<file path="src/rtl/fxu_pkg.sv">
package fxu_pkg;
  typedef enum logic [1:0] {
    FXU_RLC  = 2'd0,
    FXU_RRC  = 2'd1,
    FXU_SUB  = 2'd2,
    FXU_SWAP = 2'd3
  } fxu_op_e;

  typedef struct packed {
    logic c;
    logic dc;
    logic z;
  } fxu_flags_t;
endpackage

</file>
<file path="src/rtl/fxu_regfile.sv">
// File-register array: synchronous write, combinational read (LUT RAM).
module fxu_regfile #(
  parameter int DW = 8,
  parameter int AW = 5
) (
  input  logic          clk,
  input  logic          we,
  input  logic [AW-1:0] waddr,
  input  logic [DW-1:0] wdata,
  input  logic [AW-1:0] raddr,
  output logic [DW-1:0] rdata
);
  localparam int DEPTH = 1 << AW;

  logic [DW-1:0] mem [DEPTH];

  always_ff @(posedge clk) begin
    if (we) mem[waddr] <= wdata;
  end

  assign rdata = mem[raddr];
endmodule

</file>
<file path="src/rtl/fxu_rotate.sv">
// One-position rotate through carry; LEFT selects the direction.
module fxu_rotate #(
  parameter int DW   = 8,
  parameter bit LEFT = 1'b1
) (
  input  logic [DW-1:0] din,
  input  logic          cin,
  output logic [DW-1:0] dout,
  output logic          cout
);
  generate
    if (LEFT) begin : g_left
      assign dout = {din[DW-2:0], cin};
      assign cout = din[DW-1];
    end else begin : g_right
      assign dout = {cin, din[DW-1:1]};
      assign cout = din[0];
    end
  endgenerate
endmodule

</file>
<file path="src/rtl/fxu_sub.sv">
// Subtract b from a; reports no-borrow for full width and low nibble.
module fxu_sub #(
  parameter int DW = 8,
  parameter int NW = DW / 2
) (
  input  logic [DW-1:0] a,
  input  logic [DW-1:0] b,
  output logic [DW-1:0] diff,
  output logic          no_borrow,
  output logic          nib_no_borrow,
  output logic          zero
);
  logic [DW:0] full;
  logic [NW:0] low;

  always_comb begin
    full          = {1'b0, a} - {1'b0, b};
    low           = {1'b0, a[NW-1:0]} - {1'b0, b[NW-1:0]};
    diff          = full[DW-1:0];
    no_borrow     = ~full[DW];
    nib_no_borrow = ~low[NW];
    zero          = (full[DW-1:0] == '0);
  end
endmodule

</file>
<file path="src/rtl/fxu_alu.sv">
// Combinational operation select with per-operation flag ownership.
module fxu_alu
  import fxu_pkg::*;
#(
  parameter int DW = 8
) (
  input  fxu_op_e       op,
  input  logic [DW-1:0] opnd,
  input  logic [DW-1:0] wreg,
  input  fxu_flags_t    fin,
  output logic [DW-1:0] res,
  output fxu_flags_t    fout
);
  localparam int NW = DW / 2;

  logic [DW-1:0] rl_q, rr_q, sub_q, swp_q;
  logic          rl_c, rr_c, sub_c, sub_dc, sub_z;

  fxu_rotate #(.DW(DW), .LEFT(1'b1)) u_rl (
    .din(opnd), .cin(fin.c), .dout(rl_q), .cout(rl_c)
  );

  fxu_rotate #(.DW(DW), .LEFT(1'b0)) u_rr (
    .din(opnd), .cin(fin.c), .dout(rr_q), .cout(rr_c)
  );

  fxu_sub #(.DW(DW), .NW(NW)) u_sub (
    .a(opnd), .b(wreg), .diff(sub_q),
    .no_borrow(sub_c), .nib_no_borrow(sub_dc), .zero(sub_z)
  );

  assign swp_q = {opnd[NW-1:0], opnd[DW-1:NW]};

  always_comb begin
    fout = fin;
    res  = swp_q;
    unique case (op)
      FXU_RLC: begin
        res    = rl_q;
        fout.c = rl_c;
      end
      FXU_RRC: begin
        res    = rr_q;
        fout.c = rr_c;
      end
      FXU_SUB: begin
        res     = sub_q;
        fout.c  = sub_c;
        fout.dc = sub_dc;
        fout.z  = sub_z;
      end
      default: res = swp_q;
    endcase
  end
endmodule

</file>
<file path="src/rtl/fxu_exec.sv">
// Execute unit top: file array, ALU and registered outputs.
module fxu_exec
  import fxu_pkg::*;
#(
  parameter int DW = 8,
  parameter int AW = 5
) (
  input  logic          clk,
  input  logic          rst,
  input  logic          valid_i,
  input  logic [1:0]    op_i,
  input  logic [AW-1:0] faddr_i,
  input  logic          dest_i,
  input  logic [DW-1:0] w_i,
  input  logic          c_i,
  input  logic          dc_i,
  input  logic          z_i,
  input  logic          fill_i,
  input  logic [DW-1:0] fill_data_i,
  output logic [DW-1:0] res_o,
  output logic          w_we_o,
  output logic          f_we_o,
  output logic          c_o,
  output logic          dc_o,
  output logic          z_o
);
  logic [DW-1:0] opnd, alu_res, rf_wdata;
  fxu_flags_t    fin, fout;
  logic          take, rf_we;

  assign take     = valid_i & ~fill_i & ~rst;
  assign rf_we    = ~rst & (fill_i | (take & dest_i));
  assign rf_wdata = fill_i ? fill_data_i : alu_res;
  assign fin      = '{c: c_i, dc: dc_i, z: z_i};

  fxu_regfile #(.DW(DW), .AW(AW)) u_rf (
    .clk(clk), .we(rf_we), .waddr(faddr_i), .wdata(rf_wdata),
    .raddr(faddr_i), .rdata(opnd)
  );

  fxu_alu #(.DW(DW)) u_alu (
    .op(fxu_op_e'(op_i)), .opnd(opnd), .wreg(w_i), .fin(fin),
    .res(alu_res), .fout(fout)
  );

  always_ff @(posedge clk) begin
    if (rst) begin
      res_o  <= '0;
      w_we_o <= 1'b0;
      f_we_o <= 1'b0;
      c_o    <= 1'b0;
      dc_o   <= 1'b0;
      z_o    <= 1'b0;
    end else begin
      w_we_o <= take & ~dest_i;
      f_we_o <= take & dest_i;
      if (take) begin
        res_o <= alu_res;
        c_o   <= fout.c;
        dc_o  <= fout.dc;
        z_o   <= fout.z;
      end
    end
  end
endmodule

</file>
<file path="config.mk">
export PLATFORM = sky130hd
export DESIGN_NAME = fxu_exec
export DESIGN_NICKNAME = d
export VERILOG_FILES = /design/src/rtl/fxu_pkg.sv /design/src/rtl/fxu_regfile.sv /design/src/rtl/fxu_rotate.sv /design/src/rtl/fxu_sub.sv /design/src/rtl/fxu_alu.sv /design/src/rtl/fxu_exec.sv
export SDC_FILE = /design/constraint.sdc
export NUM_CORES = 1
export LEC_CHECK = 0
export BUFFER_PORTS_ARGS = -buffer_cell sky130_fd_sc_hd__buf_2
export CAP_MARGIN = 20
export CORE_MARGIN = 2
export CORE_UTILIZATION = 55
export DETAILED_ROUTE_END_ITERATION = 10
export GPL_TIMING_DRIVEN = 0
export PLACE_DENSITY = 0.72
export SYNTH_ARGS = -nofsm -noshare
export SYNTH_HDL_FRONTEND = slang
export SYNTH_SLANG_ARGS = --single-unit
</file>
<file path="constraint.sdc">
create_clock -name clk -period 8.2 [get_ports clk]
set_input_delay 1.64 -clock clk [delete_from_list [all_inputs] [get_ports clk]]
set_output_delay 1.64 -clock clk [all_outputs]
set_load 0.1 [all_outputs]
</file>
==> flow_summary.yaml <==
power:
  seqPwrFrac_pct: 49.6
  combPwrFrac_pct: 10.8
  powerDensity_nw_per_um2: 243.9
  pwr-share-clk_pct: 39.6
  p_switching_mw: 0.7423
  total_power_mw: 3.139
  ir_worst_vdd_v: 0.0001770
  p_leak_nw: 4.610
  p_int_mw: 2.396
  p_sw_share_pct: 23.65
sta:
  setup_tns_ns: 0
  worstMarginPinSlew_ns: 1.135
  setup_viol: 0
  maxSlewViolCount: 0
  finalCritPeriodShare_pct: 76.24
  relSlewSlack_pct: 24.05
  grt_setup_unrepaired: "no"
  final.setup_skew_ns: 0.02195
  period_minus_slack_ns: 6.252
  timing.fmax_ghz: 0.1599
  hold_violations: 0
  hold_ws_ns: 0.4617
global_routing:
  grt.overflow.total: 0
  grt_antenna_before_repair: 1
  grt_start_max_net_pins: 33
  grt_pass1_wl_um: 43570
  track_usage_pct: 28.15
  grt_pass1_vias: 6783
synthesis:
  ys.warnings.count: 0
  ys_ff_latch: 269
  seq_area_frac_synth_pct: 70.66
  synth_area_um2: 11250
  synthTopCellsByArea: "edfxtp_1 68%, mux2i_1 10%, o22ai_1 3.3%"
  synthesis.nets: 756
  syn_area_per_cell_um2: 15.73
  synth_edf_count: 256
  yosys.area.top_type: "edfxtp_1"
  synth_cell_types: 49
  async_reset_ff_share_pct: 0
  synth-main-ff-cell: "edfxtp_1"
  synth_cells: 715
  synth_top_area_share_pct: 68.34
place:
  dp.cells: 1033
  place_hpwl_um: 20700
  port_buffers: 41
  gp_congestion: 0.9767
setup_path:
  r2r_start: "u_rf.mem[1][0]$_DFFE_PP_"
  crit_type: "in2reg"
  critical_path_arrival_ns: 6.64
  cp_max_fo: 17
  start_kind: "input pin"
  setup.worst_path.end_class: "register"
  cp.required_ns: 8.59
  reg2reg_depth: 15
  r2r_slack_ns: 3.58
  r2r_end: "u_rf.mem[9][6]$_DFFE_PP_"
drt:
  vias_per_cell: 6.408
  firstDrtPassIters: 5
  final_antenna_net_count: 0
  wl_um: 30290
  route.detailed.drc: 0
  drtIter0Drc: 921
  num_vias: 6927
  wl_per_cell_um: 28.02
clock_tree:
  clk_pin_slew_worst_paths_ns: 0.06
  cts_hold_repair.buffers: 0
  post_cts_buffers: 0
  clk_latency_ns: 0.54
  cts_tree: "yes"
  clock_path_buffers: 3
  cts_resized: 0
  root_buffer: "clkbuf_16"
  numCtsBuffers: 26
  ctsHtreeMaxLevel: 1
  clock_sinks: 269
layout:
  nFillCells: 1451
  drive_above_1_share_pct: 16.67
  layout.cells.non_filler: 1081
  post-route-util_pct: 63.80
  fin_nets: 832
  syn_to_final_growth_pct: 14.40
  layout_commonest_cell: "edfxtp_1"
  regArea_um2: 7948
  multi_input_area_um2: 3023
  mostFrequentLayoutCells: "256 x edfxtp_1, 113 x mux2i_1, 59 x o22ai_1, 53 x buf_2, 46 x nor2_1"
hold_path:
  holdPathEnd: "res_o[3]$_SDFFE_PP0P_"
  whs_path_depth: 2
  hp-start: "res_o[3]$_SDFFE_PP0P_"
  hold_class: "reg2reg"
die:
  start_util_pct: 55.77
  core_um2: 20170
  io_pins: 44
  rows: 52
  dieArea_um2: 21610
  die_height_um: 147.0
  fp.dieW_um: 147.0
job:
  drv_cap: 0
run_status:
  outcome: "finished, final reports clean"
[power groups by stage]
stage	Clock [mW]	Sequential [mW]	Combinational, mW
6_report	1.24	1.56	0.338
5_1_grt	1.31	1.56	0.357
4_1_cts	1.25	1.56	0.334
3_5_place_dp	0	1.59	0.333
3_3_place_gp	0	1.59	0.303
2_1_floorplan	0	1.62	0.170
[worst max-delay path, cell delays in order]
cell and delay [ns]:
buf_2 0.14, buf_2 0.23, buf_2 0.25, nand4b_1 0.38, o22ai_1 0.23, or4_1 0.56, nor2_1 0.45, ha_1 0.25
inv_1 0.06, fa_1 0.46, a211oi_1 0.25, o21bai_1 0.11, a21oi_1 0.22, xnor2_1 0.12, o21ai_0 0.18, a21oi_1 0.12
o31ai_4 0.73, buf_16 0.23
[flip-flops by register name, indices dropped and copies added (netlist names)]
name,cells
f_we_o,1
w_we_o,1
c_o,1
z_o,1
dc_o,1
u_rf.mem,256
res_o,8
[layer usage]
| layer | track usage (%) | vias to the layer above | share of wire, % |
|---|---|---|---|
| li1 | - | 2971 | - |
| met1 | 37.73 | 3433 | 38 |
| met2 | 46.34 | 440 | 47 |
| met3 | 4.783 | 83 | 10 |
| met4 | 11.73 | 0 | 4.5 |
| met5 | 0 | - | 0 |
[worst max-delay path by stage]
stage | start | to
after CTS | faddr_i[1] | u_rf.mem[2][6]$_DFFE_PP_
final | faddr_i[1] | u_rf.mem[9][6]$_DFFE_PP_
after detailed placement | faddr_i[1] | u_rf.mem[8][6]$_DFFE_PP_
after floorplan | faddr_i[0] | u_rf.mem[0][6]$_DFFE_PP_
after global routing | faddr_i[1] | u_rf.mem[21][6]$_DFFE_PP_
after global placement | faddr_i[1] | u_rf.mem[22][4]$_DFFE_PP_
[Yosys cell counts, types with 3 or more instances]
library cell,count
edfxtp_1,256
nand3b_1,4
buf_4,3
nand3_1,12
and2_1,4
nand4bb_1,5
a21oi_1,14
nor4_1,12
nand2b_1,4
buf_2,12
clkbuf_1,19
mux2i_1,113
buf_6,6
xnor2_1,4
mux2_2,4
o31ai_1,5
or4_1,4
nand4b_1,4
o21ai_1,4
nand2_1,22
a21o_1,4
nor2_1,46
mux4_2,11
ha_1,9
inv_1,21
or4b_1,3
dfxtp_1,13
o21ai_0,14
o22ai_1,59
[cell families after synthesis]
group / share of synthesized area [%]
compound gates: 5.918
buf+inv: 2.881
xor+xnor: 0.3893
simple gates: 6.318
flops: 70.66
fa+ha+maj: 1.179
mux: 12.66
[metrics by stage]
step	instance area, µm²	setup slack [ns]
floorplan	11250	1.828
global placement	11790	-1.355
detailed placement	11970	1.503
CTS	12870	2.081
global route	12870	1.866
finish	12870	1.948
[area by class of cell]
class / instances / share of cell area, %
flip-flops and latches: 269 / 61.76
multi-input cells: 383 / 23.49
clock buffers: 29 / 5.143
repair buffers: 48 / 2.645
well taps: 270 / 2.625
plain buffers: 41 / 1.877
clock inverters: 18 / 1.799
inverters: 22 / 0.6417
diodes: 1 / 0.01945
No activity file was read; power rests on OpenSTA's default activity.
